==> config.mk <==
export PLATFORM = sky130hd
export DESIGN_NAME = int_alu_flags
export DESIGN_NICKNAME = d
export VERILOG_FILES = /design/src/rtl/alu_pkg.sv /design/src/rtl/alu_addsub.sv /design/src/rtl/alu_bitwise.sv /design/src/rtl/alu_shifter.sv /design/src/rtl/int_alu_flags.sv
export SDC_FILE = /design/constraint.sdc
export NUM_CORES = 1
export LEC_CHECK = 0
export ABC_AREA = 1
export BUFFER_PORTS_ARGS = -buffer_cell sky130_fd_sc_hd__buf_4
export CORE_MARGIN = 1.5
export CORE_UTILIZATION = 60
export CTS_CLUSTER_DIAMETER = 120
export CTS_CLUSTER_SIZE = 24
export DETAILED_ROUTE_END_ITERATION = 16
export HOLD_SLACK_MARGIN = 0.15
export PLACE_DENSITY = 0.83
export SLEW_MARGIN = 20
export SYNTH_ARGS = -nofsm -noshare
export SYNTH_HDL_FRONTEND = slang
export SYNTH_SLANG_ARGS = --single-unit
==> constraint.sdc <==
create_clock -name clk -period 10.5 [get_ports clk]
set_clock_uncertainty 0.2 [all_clocks]
set_input_delay 1.575 -clock clk [delete_from_list [all_inputs] [get_ports clk]]
set_output_delay 1.575 -clock clk [all_outputs]
set_load 0.05 [all_outputs]
==> src/rtl/alu_pkg.sv <==
package alu_pkg;
   localparam int OP_W = 4;

   typedef enum logic [OP_W-1:0] {
      OP_INC = 4'd0,
      OP_DEC = 4'd1,
      OP_NEG = 4'd2,
      OP_NOT = 4'd3,
      OP_ADD = 4'd4,
      OP_SUB = 4'd5,
      OP_XOR = 4'd6,
      OP_OR  = 4'd7,
      OP_AND = 4'd8,
      OP_SAL = 4'd9,
      OP_SHL = 4'd10,
      OP_SAR = 4'd11,
      OP_SHR = 4'd12
   } op_e;

   typedef enum logic [1:0] {
      CNT_ONE = 2'd0,
      CNT_IMM = 2'd1,
      CNT_REG = 2'd2,
      CNT_RG2 = 2'd3
   } cnt_sel_e;
endpackage

==> src/rtl/alu_addsub.sv <==
module alu_addsub
   import alu_pkg::*;
#(
   parameter int WIDTH = 32
) (
   input  op_e              op_i,
   input  logic [WIDTH-1:0] d_i,
   input  logic [WIDTH-1:0] s_i,
   output logic [WIDTH-1:0] res_o,
   output logic             cf_o,
   output logic             of_o
);
   localparam int MSB = WIDTH - 1;

   logic [WIDTH-1:0] a_op, b_op;
   logic             cin, borrow_mode;
   logic [WIDTH-1:0] low_sum;
   logic [1:0]       top_sum;
   logic             c_into_msb;

   always_comb begin
      a_op        = d_i;
      b_op        = s_i;
      cin         = 1'b0;
      borrow_mode = 1'b0;
      unique case (op_i)
         OP_SUB: begin b_op = ~s_i;     cin = 1'b1; borrow_mode = 1'b1; end
         OP_INC: begin b_op = '0;       cin = 1'b1; end
         OP_DEC: begin b_op = '1;       borrow_mode = 1'b1; end
         OP_NEG: begin a_op = '0; b_op = ~d_i; cin = 1'b1; borrow_mode = 1'b1; end
         default: ;
      endcase
   end

   // split adder exposes the carry entering the top bit
   assign low_sum    = {1'b0, a_op[MSB-1:0]} + {1'b0, b_op[MSB-1:0]} + WIDTH'(cin);
   assign c_into_msb = low_sum[MSB];
   assign top_sum    = {1'b0, a_op[MSB]} + {1'b0, b_op[MSB]} + {1'b0, c_into_msb};

   assign res_o = {top_sum[0], low_sum[MSB-1:0]};
   assign cf_o  = top_sum[1] ^ borrow_mode;
   assign of_o  = top_sum[1] ^ c_into_msb;

   always_comb begin
      if (op_i == OP_ADD && of_o) begin

         add_of_sign_chk: assert (d_i[MSB] == s_i[MSB] && res_o[MSB] != d_i[MSB])
            else $error("signed overflow flagged on add without sign rule");
      end
      if (op_i == OP_SUB) begin

         sub_borrow_chk: assert (cf_o == (s_i > d_i))
            else $error("subtract borrow disagrees with unsigned compare");
      end
   end
endmodule

==> src/rtl/alu_bitwise.sv <==
module alu_bitwise
   import alu_pkg::*;
#(
   parameter int WIDTH = 32
) (
   input  op_e              op_i,
   input  logic [WIDTH-1:0] d_i,
   input  logic [WIDTH-1:0] s_i,
   output logic [WIDTH-1:0] res_o
);
   always_comb begin
      unique case (op_i)
         OP_NOT:  res_o = ~d_i;
         OP_XOR:  res_o = d_i ^ s_i;
         OP_OR:   res_o = d_i | s_i;
         OP_AND:  res_o = d_i & s_i;
         default: res_o = d_i;
      endcase
   end
endmodule

==> src/rtl/alu_shifter.sv <==
module alu_shifter
   import alu_pkg::*;
#(
   parameter int WIDTH      = 32,
   parameter int SHIFT_IMPL = 1,
   localparam int KW        = $clog2(WIDTH)
) (
   input  op_e              op_i,
   input  logic [WIDTH-1:0] d_i,
   input  logic [KW-1:0]    k_i,
   output logic [WIDTH-1:0] res_o,
   output logic             cout_o
);
   // left vector carries a spill bit on top, right vector on the bottom
   logic [WIDTH:0] left_v, right_v;
   logic           fill;

   assign fill = (op_i == OP_SAR) & d_i[WIDTH-1];

   generate
      if (SHIFT_IMPL == 0) begin : g_operator
         logic [WIDTH:0] r_src;
         assign r_src  = {d_i, 1'b0};
         assign left_v = {1'b0, d_i} << k_i;
         always_comb begin
            if (fill) right_v = $unsigned($signed(r_src) >>> k_i);
            else      right_v = r_src >> k_i;
         end
      end else begin : g_staged
         logic [WIDTH:0] lst [KW+1];
         logic [WIDTH:0] rst [KW+1];
         assign lst[0] = {1'b0, d_i};
         assign rst[0] = {d_i, 1'b0};
         for (genvar i = 0; i < KW; i++) begin : g_stage
            localparam int SH = 1 << i;
            assign lst[i+1] = k_i[i] ? {lst[i][WIDTH-SH:0], {SH{1'b0}}} : lst[i];
            assign rst[i+1] = k_i[i] ? {{SH{fill}}, rst[i][WIDTH:SH]} : rst[i];
         end
         assign left_v  = lst[KW];
         assign right_v = rst[KW];
      end
   endgenerate

   always_comb begin
      if (op_i == OP_SAL || op_i == OP_SHL) begin
         res_o  = left_v[WIDTH-1:0];
         cout_o = left_v[WIDTH];
      end else begin
         res_o  = right_v[WIDTH:1];
         cout_o = right_v[0];
      end
   end

   always_comb begin
      if (k_i == '0) begin

         zero_count_chk: assert (res_o == d_i && !cout_o)
            else $error("zero shift count altered the operand");
      end
   end
endmodule

==> src/rtl/int_alu_flags.sv <==
module int_alu_flags
   import alu_pkg::*;
#(
   parameter int WIDTH      = 32,
   parameter int SHIFT_IMPL = 1
) (
   input  logic             clk,
   input  logic             rst_n,
   input  logic [3:0]       op,
   input  logic [WIDTH-1:0] dst,
   input  logic [WIDTH-1:0] src,
   input  logic [1:0]       cnt_sel,
   input  logic [7:0]       cnt_imm,
   input  logic [7:0]       cnt_reg,
   input  logic             flag_we,
   output logic [WIDTH-1:0] result,
   output logic             cf,
   output logic             zf,
   output logic             sf,
   output logic             of
);
   localparam int KW = $clog2(WIDTH);

   generate
      if (WIDTH < 8 || WIDTH > 256 || (WIDTH & (WIDTH - 1)) != 0) begin : g_bad_width
         $error("WIDTH must be a power of two from 8 to 256");
      end
      if (SHIFT_IMPL != 0 && SHIFT_IMPL != 1) begin : g_bad_impl
         $error("SHIFT_IMPL must be 0 (operator) or 1 (staged)");
      end
   endgenerate

   op_e              op_q;
   logic [7:0]       cnt_byte;
   logic [KW-1:0]    k;
   logic             unused_cnt_hi;
   logic [WIDTH-1:0] as_res, bw_res, sh_res;
   logic             as_cf, as_of, sh_cf;
   logic             cf_n, of_n;

   assign op_q = op_e'(op);

   always_comb begin
      unique case (cnt_sel_e'(cnt_sel))
         CNT_ONE: cnt_byte = 8'd1;
         CNT_IMM: cnt_byte = cnt_imm;
         default: cnt_byte = cnt_reg;
      endcase
   end
   assign k             = cnt_byte[KW-1:0];
   assign unused_cnt_hi = ^cnt_byte[7:KW];

   alu_addsub #(.WIDTH(WIDTH)) u_addsub (
      .op_i(op_q), .d_i(dst), .s_i(src), .res_o(as_res), .cf_o(as_cf), .of_o(as_of)
   );

   alu_bitwise #(.WIDTH(WIDTH)) u_bitwise (
      .op_i(op_q), .d_i(dst), .s_i(src), .res_o(bw_res)
   );

   alu_shifter #(.WIDTH(WIDTH), .SHIFT_IMPL(SHIFT_IMPL)) u_shifter (
      .op_i(op_q), .d_i(dst), .k_i(k), .res_o(sh_res), .cout_o(sh_cf)
   );

   always_comb begin
      result = dst;
      cf_n   = 1'b0;
      of_n   = 1'b0;
      unique case (op_q)
         OP_INC, OP_DEC, OP_NEG, OP_ADD, OP_SUB: begin
            result = as_res; cf_n = as_cf; of_n = as_of;
         end
         OP_NOT, OP_XOR, OP_OR, OP_AND: result = bw_res;
         OP_SAL, OP_SHL, OP_SAR, OP_SHR: begin
            result = sh_res; cf_n = sh_cf;
         end
         default: ;
      endcase
   end

   always_ff @(posedge clk or negedge rst_n) begin
      if (!rst_n) begin
         cf <= 1'b0; zf <= 1'b0; sf <= 1'b0; of <= 1'b0;
      end else if (flag_we) begin
         cf <= cf_n;
         zf <= ~|result;
         sf <= result[WIDTH-1];
         of <= of_n;
      end
   end


   flag_hold_chk: assert property (@(posedge clk) disable iff (!rst_n)
      !flag_we |=> $stable({cf, zf, sf, of}))
      else $error("flags changed without write strobe");


   zero_sign_chk: assert property (@(posedge clk) disable iff (!rst_n)
      flag_we |=> (zf == ($past(result) == '0)) && (sf == $past(result[WIDTH-1])))
      else $error("zero/sign flag does not match captured result");


   logic_flags_chk: assert property (@(posedge clk) disable iff (!rst_n)
      flag_we && (op == 4'd3 || op == 4'd6 || op == 4'd7 || op == 4'd8) |=> !cf && !of)
      else $error("logic op left carry or overflow set");


   spare_pass_chk: assert property (@(posedge clk) disable iff (!rst_n)
      op >= 4'd13 |-> result == dst)
      else $error("spare op code did not pass destination");
endmodule

==> results.tsv <==
stage	metric	value	unit
run_status	status	finished, final reports clean	
finish	ANT cells	0	
finish	final core occ	0.663	
clock_network	Clock Path Buffers	2	
routing	WL final	39200	um
worst_setup_path	internal reg-to-reg setup slack	9.65	ns
global_route	initial antenna violation count	0	
worst_setup_path	crit-path leading delay family	simple AND/OR/NAND/NOR gates	
floorplan	initial core utilization	0.612	
routing	DR WL met2	17200	um
logic_synthesis	syn avg cell area	5.12	um^2
logic_synthesis	Top FF cell, synth	dfrtp_1	
clock_network	clk_lat worst skew	0.23	ns
logic_synthesis	fraction of registers with async set/reset	1.00	
placed_design	placed wire-length estimate	29500	um
worst_setup_path	critical path class	input pin to primary output	
clock_network	CTS Buf Count	3	
sta	unrepaired setup endpoints after global routing	false	
worst_setup_path	Cell Chain, Critical Path	buf_4 -> nor3_1 -> inv_1 -> nand2_1 -> inv_1 -> nor2_1 -> o221ai_1 -> ha_1 -> nand2_1 -> nor2_1 -> inv_1 -> o21ai_0 -> nand3_1 -> nand2_1 -> a221oi_1 -> fa_1 -> o21ai_0 -> a2111oi_0 -> nand2_1 -> o21ai_2 -> inv_1 -> buf_4	
worst_setup_path	Stages on worst setup path	22	
routing	Wirelength per Cell	19.3	um
finish	Finished Layout Cells	2032	
flow_run	maxcap violations	0	
sta	slew margin rel.	0.223	
finish	final instance area	10000	um^2
worst_setup_path	worst setup path start	op[3]	
finish	Nets	2032	
global_route	largest net degree at the start of global routing	69	
logic_synthesis	Synth cell types	52	
power	worst ir drop on vdd	62.0	uV
finish	Filler Cell Count	1586	
clock_network	CTS tree	built	
global_route	first-pass GRT wire length	60900	um
worst_setup_path	critical path fanouts, max	24	
global_route	vias in the first global route	11700	
sta	worst-margin pin slew	1.16	ns
worst_setup_path	Setup crit start kind	input pin	
placed_design	Area after DPL	9970	um^2
logic_synthesis	Warnings, synthesis	0	
logic_synthesis	#FFs+latches synth	4	
sta	Fin Setup TNS	0	ns
worst_setup_path	CP arrival	7.74	ns
clock_network	Root Driver	clkbuf_16	
placed_design	count of buffers from port buffering	118	
finish	layout cells sized above 1	0.0922	
sta	min cycle time layout	9.51	ns
routing	detailed-route DRC error count	0	
worst_setup_path	worst r2r dst	cf	
logic_synthesis	post-synthesis sequential area ratio	0.0108	
power	Pleak	5.39	nW
clock_network	Post CTS Setup Buffer Count	0	
clock_network	clk slew on worst S/H paths	0.03	ns
logic_synthesis	synthesized instance count	1809	
clock_network	# hold bufs at CTS	0	
floorplan	Rows	45	
routing	M1 WL	14500	um
routing	drt pass-1 iters	9	
placed_design	routability congestion estimate	1.05	
routing	via-per-instance ratio	6.55	
logic_synthesis	syn nets	1995	
routing	DRT iter0 DRCs	2080	
sta	period utilisation layout	0.906	
worst_setup_path	reg2reg path depth	2	
global_route	gr usage total	0.469	
worst_setup_path	worst r2r src	cf	
power	Pwr Density	86.2	nW/um^2
routing	Routed Antenna Nets	0	
clock_network	clock sinks	4	
sta	Slew Limit Fails	0	
worst_setup_path	crit path buf inv count	6	
routing	routed via count	13300	
global_route	grt ovf	0	
floorplan	Total Die Area	16200	um^2
worst_setup_path	max incr delay on CP	0.83	ns
placed_design	placed cell count	2029	
floorplan	IO Pins	125	
sta	Final setup viols	0	
floorplan	Die Ht	127	um
clock_network	H-Tree Depth	1	
worst_setup_path	Crit path required time	8.73	ns
routing	top sig layer	met4	
finish	Area Overhead vs Synth	8.44	%
worst_setup_path	crit path capture	result[31]	
logic_synthesis	Cell Area, Synth	9260	um^2
sta	highest clock rate	105	MHz
sta	final hold slack	0.287	ns
routing	Met3 Wirelength	5190	um
logic_synthesis	number of flops mapped to enable cells by yosys	0	
worst_setup_path	CP endpoint kind	primary output	
worst_hold_path	Worst Hold Class	flop to flop	
floorplan	die extent in x	127	um
clock_network	CTS resizes	0	
floorplan	Core ar.	15100	um^2
worst_setup_path	CP max stage cell	nor2_1	
sta	Final Hold Fails	0	
## final cells by class
class / count / area [um^2] / area share
Sequential cell: 4 / 100 / 0.00996
Timing Repair Buffer: 126 / 946 / 0.0942
Clock buffer: 3 / 75.1 / 0.00747
Inverter: 192 / 723 / 0.0720
Multi-Input combinational cell: 1519 / 7970 / 0.793
Tap cell: 188 / 235 / 0.0234
## cells in the mapped netlist (4+ instances only)
cell type,n,area (um^2)
o211ai_1,8,60.1
dfrtp_1,4,100
nand4_1,17,106
a221oi_1,18,158
o21bai_1,4,30.0
nor3_1,9,45.0
nand3_1,453,2270
buf_6,7,78.8
o2111ai_1,26,228
a21oi_1,57,285
clkbuf_1,38,143
ha_1,94,1180
buf_2,34,170
nand2_1,555,2080
or2_2,8,50.1
nor2_2,4,25.0
buf_4,11,82.6
inv_1,181,679
nand2_2,6,37.5
a211oi_1,5,37.5
o21ai_0,77,385
o221ai_1,7,61.3
buf_1,4,15.0
nor2_1,124,465
a2111oi_0,11,96.3
o21ai_1,5,25.0
inv_2,8,30.0
## flip-flops by register name (all words and copies together) (netlist names)
register / count
sf: 1
zf: 1
of: 1
cf: 1
## worst reg2reg max path: stages (launching register included)
cell     delay, ns
dfrtp_1       0.38
nor2_1        0.09
a21oi_1       0.05
## metal layers
layer	track usage	up-vias
met2	0.748	956
met3	0.0771	196
met1	0.610	5950
li1	-	6208
met5	0	-
met4	0.243	0
## power breakdown
group          internal (W)  switching, W  leakage (nW)
combinational      0.000238      0.000549          5.30
sequential        0.0000174    0.00000124        0.0515
clock             0.0000487     0.0000117        0.0370
## worst min path at each step
stage | slack (ns) | cells past startpoint | startpoint | to
CTS | 0.29 | 2 | of | of
global route | 0.30 | 2 | of | of
global placement | 0.28 | 2 | zf | zf
detailed placement | 0.28 | 2 | zf | zf
finish | 0.29 | 2 | of | of
floorplan | 0.55 | 2 | zf | zf
## cells in the final DEF, fill, tap and decap left out, types with 2 or more instances in the layout
cell type | Yosys | layout
nor2_2 | 4 | 6
a221oi_1 | 18 | 18
nand3_1 | 453 | 453
nor2_1 | 124 | 122
o22ai_4 | 1 | 2
a211oi_1 | 5 | 5
a2111oi_0 | 11 | 11
ha_1 | 94 | 94
clkinv_1 | 2 | 4
o21bai_1 | 4 | 4
nor2_4 | 2 | 2
inv_2 | 8 | 8
or2_2 | 8 | 8
nand2_2 | 6 | 7
o21a_1 | 2 | 2
nand3b_1 | 3 | 3
nor3_1 | 9 | 9
buf_4 | 11 | 126
dfrtp_1 | 4 | 4
o2111ai_1 | 26 | 26
o21ai_1 | 5 | 5
nand2_1 | 555 | 554
a311oi_1 | 2 | 2
fa_1 | 3 | 3
inv_1 | 181 | 179
nand4_1 | 17 | 17
o211ai_1 | 8 | 8
o21ai_0 | 77 | 77
clkbuf_16 | 0 | 3
a21oi_1 | 57 | 57
o221ai_1 | 7 | 7
## cell families (layout without fill, tap and decap cells)
family,count (synthesis),count (layout),synth area share
fa+ha+maj,97,97,0.133
compound gates,234,234,0.164
buf+inv,286,321,0.131
simple gates,1186,1186,0.559
flops,4,4,0.0108
xor+xnor,2,2,0.00189
## through the flow
stage	worst slack (ns)	power (W)
4_1_cts	1.30	0.000837
3_5_place_dp	1.32	0.000774
5_1_grt	0.728	0.000933
2_1_floorplan	3.27	0.000566
3_3_place_gp	1.51	0.000764
6_report	0.988	0.000866
Note: power is estimated with default switching activity, not from simulation.
